[config.mk]
export PLATFORM = sky130hd
export DESIGN_NAME = trib_stuff_mux
export DESIGN_NICKNAME = d
export VERILOG_FILES = /design/src/rtl/tsm_pkg.sv /design/src/rtl/tsm_trib_fifo.sv /design/src/rtl/tsm_frame_seq.sv /design/src/rtl/tsm_stuff_ctl.sv /design/src/rtl/trib_stuff_mux.sv
export SDC_FILE = /design/constraint.sdc
export NUM_CORES = 1
export LEC_CHECK = 0
export BUFFER_PORTS_ARGS = -buffer_cell sky130_fd_sc_hd__buf_2
export CELL_PAD_IN_SITES_DETAIL_PLACEMENT = 1
export CELL_PAD_IN_SITES_GLOBAL_PLACEMENT = 2
export CORE_ASPECT_RATIO = 1.1
export CORE_MARGIN = 5
export CORE_UTILIZATION = 35
export DETAILED_ROUTE_END_ITERATION = 7
export GPL_TIMING_DRIVEN = 1
export PLACE_DENSITY_LB_ADDON = 0.25
export SYNTH_ARGS = -nofsm -noshare
export SYNTH_HDL_FRONTEND = slang
export SYNTH_HIERARCHICAL = 1
export SYNTH_SLANG_ARGS = --single-unit
[constraint.sdc]
create_clock -name clk -period 7.9 [get_ports clk]
set_input_delay 1.58 -clock clk [delete_from_list [all_inputs] [get_ports clk]]
set_output_delay 1.58 -clock clk [all_outputs]
set_load 0.05 [all_outputs]
[src/rtl/tsm_pkg.sv]
`timescale 1ns/1ps
package tsm_pkg;
  typedef enum logic [2:0] {
    SK_MFRM,
    SK_STUFFC,
    SK_ALIGN0,
    SK_ALIGN1,
    SK_DATA
  } slot_e;
endpackage

[src/rtl/tsm_trib_fifo.sv]
`timescale 1ns/1ps
module tsm_trib_fifo #(
  parameter int DEPTH = 16,
  parameter int CW    = 5
) (
  input  logic          clk,
  input  logic          rst_n,
  input  logic          wr_valid,
  input  logic          wr_data,
  output logic          wr_ready,
  input  logic          rd_en,
  output logic          rd_data,
  output logic [CW-1:0] fill,
  output logic          ovf,
  output logic          udf
);
  localparam int AW = $clog2(DEPTH);

  logic [DEPTH-1:0] mem;
  logic [AW-1:0]    wp, rp;
  logic [CW-1:0]    cnt;
  logic             full, empty, wr_fire, rd_fire;

  assign full    = (cnt == CW'(DEPTH));
  assign empty   = (cnt == '0);
  assign wr_fire = wr_valid && !full;
  assign rd_fire = rd_en && !empty;

  always_ff @(posedge clk) begin
    if (wr_fire) mem[wp] <= wr_data;
  end

  always_ff @(posedge clk) begin
    if (!rst_n) begin
      wp  <= '0;
      rp  <= '0;
      cnt <= '0;
      ovf <= 1'b0;
      udf <= 1'b0;
    end else begin
      if (wr_fire) wp <= wp + AW'(1);
      if (rd_fire) rp <= rp + AW'(1);
      case ({wr_fire, rd_fire})
        2'b10:   cnt <= cnt + CW'(1);
        2'b01:   cnt <= cnt - CW'(1);
        default: cnt <= cnt;
      endcase
      if (wr_valid && full) ovf <= 1'b1;
      if (rd_en && empty)   udf <= 1'b1;
    end
  end

  assign wr_ready = !full;
  assign rd_data  = empty ? 1'b0 : mem[rp];
  assign fill     = cnt;

  a_r8_fill_bound: assert property (@(posedge clk) disable iff (!rst_n)
    fill <= CW'(DEPTH));
  a_r8_ovf_set: assert property (@(posedge clk) disable iff (!rst_n)
    (wr_valid && !wr_ready) |=> ovf);
  a_r8_ovf_sticky: assert property (@(posedge clk) disable iff (!rst_n)
    ovf |=> ovf);
  a_r9_udf_set: assert property (@(posedge clk) disable iff (!rst_n)
    (rd_en && fill == '0) |=> udf);
  a_r9_udf_sticky: assert property (@(posedge clk) disable iff (!rst_n)
    udf |=> udf);
endmodule

[src/rtl/tsm_frame_seq.sv]
`timescale 1ns/1ps
module tsm_frame_seq
  import tsm_pkg::*;
#(
  parameter int NSUB   = 4,
  parameter int NBLK   = 6,
  parameter int BLKLEN = 49,
  parameter int NTRIB  = 4,
  parameter int SUB_W  = 2,
  parameter int BLK_W  = 3,
  parameter int POS_W  = 6,
  parameter int TW     = 2
) (
  input  logic             clk,
  input  logic             rst_n,
  input  logic             adv,
  output logic [SUB_W-1:0] sub_o,
  output logic [BLK_W-1:0] blk_o,
  output slot_e            kind_o,
  output logic [TW-1:0]    trib_o,
  output logic             stuff_slot_o,
  output logic             sub_start_o,
  output logic             frm_start_o
);
  logic [POS_W-1:0] pos_q, info, info_mod;
  logic [BLK_W-1:0] blk_q;
  logic [SUB_W-1:0] sub_q;
  logic             last_pos, last_blk, last_sub;

  assign last_pos = (pos_q == POS_W'(BLKLEN - 1));
  assign last_blk = (blk_q == BLK_W'(NBLK - 1));
  assign last_sub = (sub_q == SUB_W'(NSUB - 1));

  always_ff @(posedge clk) begin
    if (!rst_n) begin
      pos_q <= '0;
      blk_q <= '0;
      sub_q <= '0;
    end else if (adv) begin
      if (last_pos) begin
        pos_q <= '0;
        if (last_blk) begin
          blk_q <= '0;
          sub_q <= last_sub ? '0 : sub_q + SUB_W'(1);
        end else begin
          blk_q <= blk_q + BLK_W'(1);
        end
      end else begin
        pos_q <= pos_q + POS_W'(1);
      end
    end
  end

  always_comb begin
    kind_o = SK_DATA;
    if (pos_q == '0) begin
      unique case (blk_q)
        BLK_W'(0): kind_o = SK_MFRM;
        BLK_W'(2): kind_o = SK_ALIGN0;
        BLK_W'(5): kind_o = SK_ALIGN1;
        default:   kind_o = SK_STUFFC;
      endcase
    end
  end

  assign info         = pos_q - POS_W'(1);
  assign info_mod     = info % POS_W'(NTRIB);
  assign trib_o       = info_mod[TW-1:0];
  assign stuff_slot_o = (kind_o == SK_DATA) && last_blk && (info == POS_W'(sub_q));
  assign sub_start_o  = (pos_q == '0) && (blk_q == '0);
  assign frm_start_o  = sub_start_o && (sub_q == '0);
  assign sub_o        = sub_q;
  assign blk_o        = blk_q;

  a_r1_frame_wrap: assert property (@(posedge clk) disable iff (!rst_n)
    (adv && last_pos && last_blk && last_sub) |=> frm_start_o);
  a_r1_block_range: assert property (@(posedge clk) disable iff (!rst_n)
    (blk_q < BLK_W'(NBLK)) && (pos_q < POS_W'(BLKLEN)));
endmodule

[src/rtl/tsm_stuff_ctl.sv]
`timescale 1ns/1ps
module tsm_stuff_ctl #(
  parameter int NTRIB = 4,
  parameter int CW    = 5,
  parameter int SUB_W = 2
) (
  input  logic                      clk,
  input  logic                      rst_n,
  input  logic                      latch,
  input  logic [SUB_W-1:0]          sub,
  input  logic [NTRIB-1:0][CW-1:0]  fill,
  input  logic [CW-1:0]             thr,
  output logic [NTRIB-1:0]          stuff_q
);
  for (genvar i = 0; i < NTRIB; i++) begin : g_dec
    always_ff @(posedge clk) begin
      if (!rst_n) begin
        stuff_q[i] <= 1'b0;
      end else if (latch && sub == SUB_W'(i)) begin
        stuff_q[i] <= (fill[i] < thr);
      end
    end
  end

  a_r5_decision_hold: assert property (@(posedge clk) disable iff (!rst_n)
    !$past(latch) |-> $stable(stuff_q));
endmodule

[src/rtl/trib_stuff_mux.sv]
`timescale 1ns/1ps
module trib_stuff_mux
  import tsm_pkg::*;
#(
  parameter int NTRIB  = 4,
  parameter int DEPTH  = 16,
  parameter int BLKLEN = 49,
  localparam int NSUB  = NTRIB,
  localparam int NBLK  = 6,
  localparam int CW    = $clog2(DEPTH + 1),
  localparam int SUB_W = $clog2(NSUB),
  localparam int BLK_W = $clog2(NBLK),
  localparam int POS_W = $clog2(BLKLEN),
  localparam int TW    = $clog2(NTRIB)
) (
  input  logic             clk,
  input  logic             rst_n,
  input  logic             line_en,
  input  logic             m_x,
  input  logic [CW-1:0]    stuff_thr,
  input  logic [NTRIB-1:0] trib_valid,
  input  logic [NTRIB-1:0] trib_data,
  output logic [NTRIB-1:0] trib_ready,
  output logic             ser_bit,
  output logic             frame_sync,
  output logic [SUB_W-1:0] sub_idx,
  output logic [BLK_W-1:0] blk_idx,
  output logic [NTRIB-1:0] ovf_flag,
  output logic [NTRIB-1:0] udf_flag
);
  logic [SUB_W-1:0]         sub;
  logic [BLK_W-1:0]         blk;
  slot_e                    kind;
  logic [TW-1:0]            trib;
  logic                     stuff_slot, sub_start, frm_start;
  logic [NTRIB-1:0]         head, rd_en, stuff_q;
  logic [NTRIB-1:0][CW-1:0] fill;
  logic                     slot_bit, skip;

  tsm_frame_seq #(
    .NSUB(NSUB), .NBLK(NBLK), .BLKLEN(BLKLEN), .NTRIB(NTRIB),
    .SUB_W(SUB_W), .BLK_W(BLK_W), .POS_W(POS_W), .TW(TW)
  ) u_seq (
    .clk(clk), .rst_n(rst_n), .adv(line_en),
    .sub_o(sub), .blk_o(blk), .kind_o(kind), .trib_o(trib),
    .stuff_slot_o(stuff_slot), .sub_start_o(sub_start), .frm_start_o(frm_start)
  );

  for (genvar t = 0; t < NTRIB; t++) begin : g_trib
    tsm_trib_fifo #(.DEPTH(DEPTH), .CW(CW)) u_fifo (
      .clk(clk), .rst_n(rst_n),
      .wr_valid(trib_valid[t]), .wr_data(trib_data[t]), .wr_ready(trib_ready[t]),
      .rd_en(rd_en[t]), .rd_data(head[t]), .fill(fill[t]),
      .ovf(ovf_flag[t]), .udf(udf_flag[t])
    );
  end

  tsm_stuff_ctl #(.NTRIB(NTRIB), .CW(CW), .SUB_W(SUB_W)) u_stuff (
    .clk(clk), .rst_n(rst_n), .latch(line_en && sub_start),
    .sub(sub), .fill(fill), .thr(stuff_thr), .stuff_q(stuff_q)
  );

  assign skip = stuff_slot && stuff_q[sub];

  always_comb begin
    for (int t = 0; t < NTRIB; t++) begin
      rd_en[t] = line_en && (kind == SK_DATA) && !skip && (trib == TW'(t));
    end
  end

  always_comb begin
    slot_bit = 1'b0;
    unique case (kind)
      SK_MFRM: begin
        if (sub == '0)                         slot_bit = 1'b0;
        else if (sub == SUB_W'(NSUB - 1))      slot_bit = m_x;
        else                                   slot_bit = 1'b1;
      end
      SK_STUFFC: slot_bit = stuff_q[sub];
      SK_ALIGN0: slot_bit = 1'b0;
      SK_ALIGN1: slot_bit = 1'b1;
      default:   slot_bit = skip ? 1'b0 : head[trib];
    endcase
  end

  always_ff @(posedge clk) begin
    if (!rst_n) begin
      ser_bit    <= 1'b0;
      frame_sync <= 1'b0;
      sub_idx    <= '0;
      blk_idx    <= '0;
    end else begin
      frame_sync <= line_en && frm_start;
      if (line_en) begin
        ser_bit <= slot_bit;
        sub_idx <= sub;
        blk_idx <= blk;
      end
    end
  end

  a_r6_one_read: assert property (@(posedge clk) disable iff (!rst_n)
    $onehot0(rd_en));
  a_r7_idle_no_read: assert property (@(posedge clk) disable iff (!rst_n)
    !line_en |-> (rd_en == '0));
  a_r7_sync_pulse: assert property (@(posedge clk) disable iff (!rst_n)
    frame_sync |=> !frame_sync);
  a_r1_sync_index: assert property (@(posedge clk) disable iff (!rst_n)
    frame_sync |-> (sub_idx == '0 && blk_idx == '0));
endmodule

==> metrics.md <==
| Metric | Value |
|---|---|
| Post-synth EDFFs | `between 60 and 70` |
| Pre-CTS setup slack | `between 3 and 4 ns` |
| Hold Crit Endpoint | `g_trib[2].u_fifo/ovf` |
| Clock power frac | `a little over two fifths` |
| NetSw | `between 0.5 and 0.6 mW` |
| Synth top cells by count | `dfxtp_1, nor2_1, edfxtp_1` |
| Die height | `171 microns` |
| Hold_sp | `g_trib[2].u_fifo/ovf` |
| Crit path largest cell delay | `0.62 ns` |
| Global-route wire length before repair | `around 31 mm` |
| Drc violations | `0` |
| Switching share of power | `between 20% and 30%` |
| DRT iter0 DRCs | `around 200` |
| WHS | `between 0.5 and 0.6 ns` |
| Total grt overflow | `0` |
| Part of the total power dissipated in combinational logic | `roughly an eighth` |
| Pleak | `between 3 and 4 nW` |
| Mapped cell area | `8260 sq um` |
| Core area | `23,500 sq um` |
| Setup Viol. Count Final | `0` |
| Sequential share of the synthesized area | `43.1%` |
| Cts repair resizes | `0` |
| Number of inserted diodes | `0` |
| Clock transition at path regs | `~0.07 ns` |
| Top_reg_cell synth | `dfxtp_1` |
| R2R Path End | `g_trib[3].u_fifo/fill[4]` |
| Syn Nets | `879` |
| Die Width | `156 microns` |
| Drt via density | `a little over 5` |
| Synth async-reset ratio | `0%` |
| CP arrival | `about 4.8 ns` |
| Clock root buffer master | `clkbuf_16` |
| Cell taking the most area after synthesis | `edfxtp_1` |
| Fill cell count | `~2,600` |
| Max Clk Rate | `approximately 230 MHz` |
| Port Buffers | `35` |
| Pins over their slew limit | `0` |
| Seq pwr share | `a little under half` |
| Share of layout cells above drive strength 1 | `between 10 and 15%` |
| Final worst-path setup slack | `~3.5 ns` |
| CP delay by family, top | `simple AND/OR/NAND/NOR gates` |
| CTS buffer count | `17` |
| Hold crit path type | `reg2reg` |
| Vias | `5,906` |
| WL final | `about 19 mm` |
| Power per cell area | `around 200 nW/um^2` |
| Maxcap violations | `0` |
| Worst r2r src | `u_seq/pos_q[0]` |
| Clock sinks | `about 150` |
| Critical path depth | `17` |
| Clock buffer depth | `2` |
| Vias in the first global route | `6,254` |
| Starting density of the core | `35.2%` |
| Largest net degree at the start of global routing | `85` |
| DR pass1 iterations | `4` |
| Antenna violations before repair | `0` |
| RSZ-0062 raised after global routing | `no` |
| Num ports | `36` |
| Setup TNS | `0 ns` |
| Reg2Reg Setup Slack | `3.47 ns` |
| Crit end category | `register` |
| WS Path Type | `reg2reg` |
| TritonCTS clock tree | `built` |
| CP startpoint kind | `register` |
| Crit path cell chain | `inv_1 -> ha_1 -> or3b_4 -> or3_1 -> a21oi_1 -> nor2_1 -> nand2_1 -> nor2_1 -> o21ai_4 -> inv_1 -> ha_1 -> xor2_1 -> ha_1 -> or4b_2 -> nand4_1 -> nand4b_1 -> o211ai_1` |
| Warnings from Yosys | `6` |
| Pint | `~1.4 mW` |
| Most frequent cell after synthesis | `dfxtp_1` |
| Hold Fails Final Rpt | `0` |
| Post-DRT Antenna Nets | `0` |
| # Post-CTS Setup Buffers | `0` |
| Number of different library cells in the post-synthesis netlist | `62` |
| Syn-to-layout area delta | `11.1%` |
| Post-Syn Area per Cell | `10.2 sq um` |
| Most frequent cell on the critical path | `ha_1` |
| Depth of the CTS H-tree | `4` |
| Hold path cells | `2` |
| Total track usage | `14.3%` |
| Status | `complete, no violations` |
| Slew @ Worst Pin | `approximately 0.82 ns` |
| Post-Syn Instances | `between 800 and 900` |
| #FFs+latches synth | `~150` |
| Worst R2R Path Depth | `17` |
| Bufs and invs on worst path | `2` |
| Max VDD drop | `about 0.13 mV` |
| Final Util | `39.1%` |
| Worst clock skew | `slightly above 0.006 ns` |
| Worst skew pair latency | `~0.42 ns` |
| Worst Path Required | `between 8 and 9 ns` |
| Die area | `between 20,000 and 30,000 sq um` |
| Slew headroom | `roughly 45%` |
| Fin crit share | `~56%` |
| # nets final | `892` |
| Rows | `59` |
| RD Place Congestion | `0.788` |
| Hpwl dp | `13.5 mm` |
| Area share of the largest cell type after synthesis | `a little under a quarter` |
| Hold buffer count at CTS | `0` |
| Crit path max fanout | `12` |
| Top post-synthesis cells by area | `edfxtp_1, dfxtp_1, ha_1` |
| Average wire per cell in the routed design | `16.4 microns` |
| Minimum clock period after layout | `about 4.4 ns` |
| CP max-delay cell | `or4b_2` |
-- tightest hold or removal path, cell delays in order (launching register included) --
cell and delay, ns:
dfxtp_1 0.34, a31oi_1 0.05, nor2b_1 0.09
-- power by group through the flow --
stage	Clock [mW]	Sequential [mW]	Combinational, mW
2_1_floorplan	0	0.851	0.187
3_3_place_gp	0	0.863	0.225
3_5_place_dp	0	0.865	0.233
4_1_cts	0.815	0.848	0.236
5_1_grt	0.849	0.852	0.258
6_report	0.785	0.848	0.232
-- stage by stage --
step	cell area (sq um)	std cells	total power, mW
2_1_floorplan	8260	809	1.04
3_3_place_gp	8610	1108	1.09
3_5_place_dp	8610	1108	1.10
4_1_cts	9180	1140	1.90
5_1_grt	9180	1140	1.96
6_report	9180	1140	1.87
-- sequential cells by signal, indices dropped and copies added, names as in the netlist --
| name | count |
|---|---|
| sub_idx | 2 |
| g_trib.u_fifo/rp | 16 |
| u_stuff/stuff_q | 4 |
| frame_sync | 1 |
| g_trib.u_fifo/fill | 20 |
| g_trib.u_fifo/udf | 4 |
| blk_idx | 3 |
| u_seq/blk_o | 3 |
| u_seq/sub_o | 2 |
| ser_bit | 1 |
| g_trib.u_fifo/mem | 64 |
| g_trib.u_fifo/wp | 16 |
| u_seq/pos_q | 6 |
| g_trib.u_fifo/ovf | 4 |
-- placed cells by master, fill, tap and decap left out, types with 8 or more instances in the layout --
master / instances
nor4_1: 10
inv_1: 38
dfxtp_1: 82
mux4_2: 12
edfxtp_1: 64
a21oi_1: 30
nor2b_1: 41
nand4_1: 12
and2_1: 21
o21ai_0: 16
ha_1: 53
xor2_1: 8
buf_2: 35
nand2b_1: 24
nand3_1: 29
nor2_1: 67
or3_1: 12
o211ai_1: 14
mux2i_1: 42
nor3_1: 21
a31oi_1: 8
xnor2_1: 26
clkbuf_16: 17
nand2_1: 56
-- layout make-up --
class                           count  area [sq um]  area share [%]
Clock inverter                     13           128            1.39
Inverter                           38           143            1.55
Sequential cell                   146          3560            38.8
Tap cell                          305           382            4.16
Multi-Input combinational cell    583          4340            47.3
Timing Repair Buffer               36           183            1.99
Clock buffer                       19           443            4.83
-- metal layers --
metal  vias up  GRT usage (%)  wire, microns
met3        15           3.14            389
met2        46           25.5           9450
met4         0           3.47            177
met1      2913           17.6           8640
li1       2932              -              -
met5         -              0              0
-- logic make-up (layout without fill, tap and decap cells) --
group / Yosys count / in the layout / synth area share (%)
compound gates: 112 / 112 / 10.5
flops: 146 / 146 / 43.1
mux: 61 / 61 / 9.32
fa+ha+maj: 53 / 53 / 8.03
xor+xnor: 34 / 34 / 3.61
buf+inv: 80 / 106 / 4.35
simple gates: 323 / 323 / 21.1
-- how the worst max path moves through the flow --
stage | startpoint | to
after global placement | line_en | g_trib[1].u_fifo/fill[4]
after floorplan | line_en | g_trib[1].u_fifo/fill[4]
after CTS | u_seq/pos_q[0] | g_trib[3].u_fifo/fill[4]
after detailed placement | line_en | g_trib[2].u_fifo/fill[4]
after global routing | u_seq/pos_q[0] | g_trib[3].u_fifo/fill[4]
final | u_seq/pos_q[0] | g_trib[3].u_fifo/fill[4]
Power figures use the tool's default switching activity.
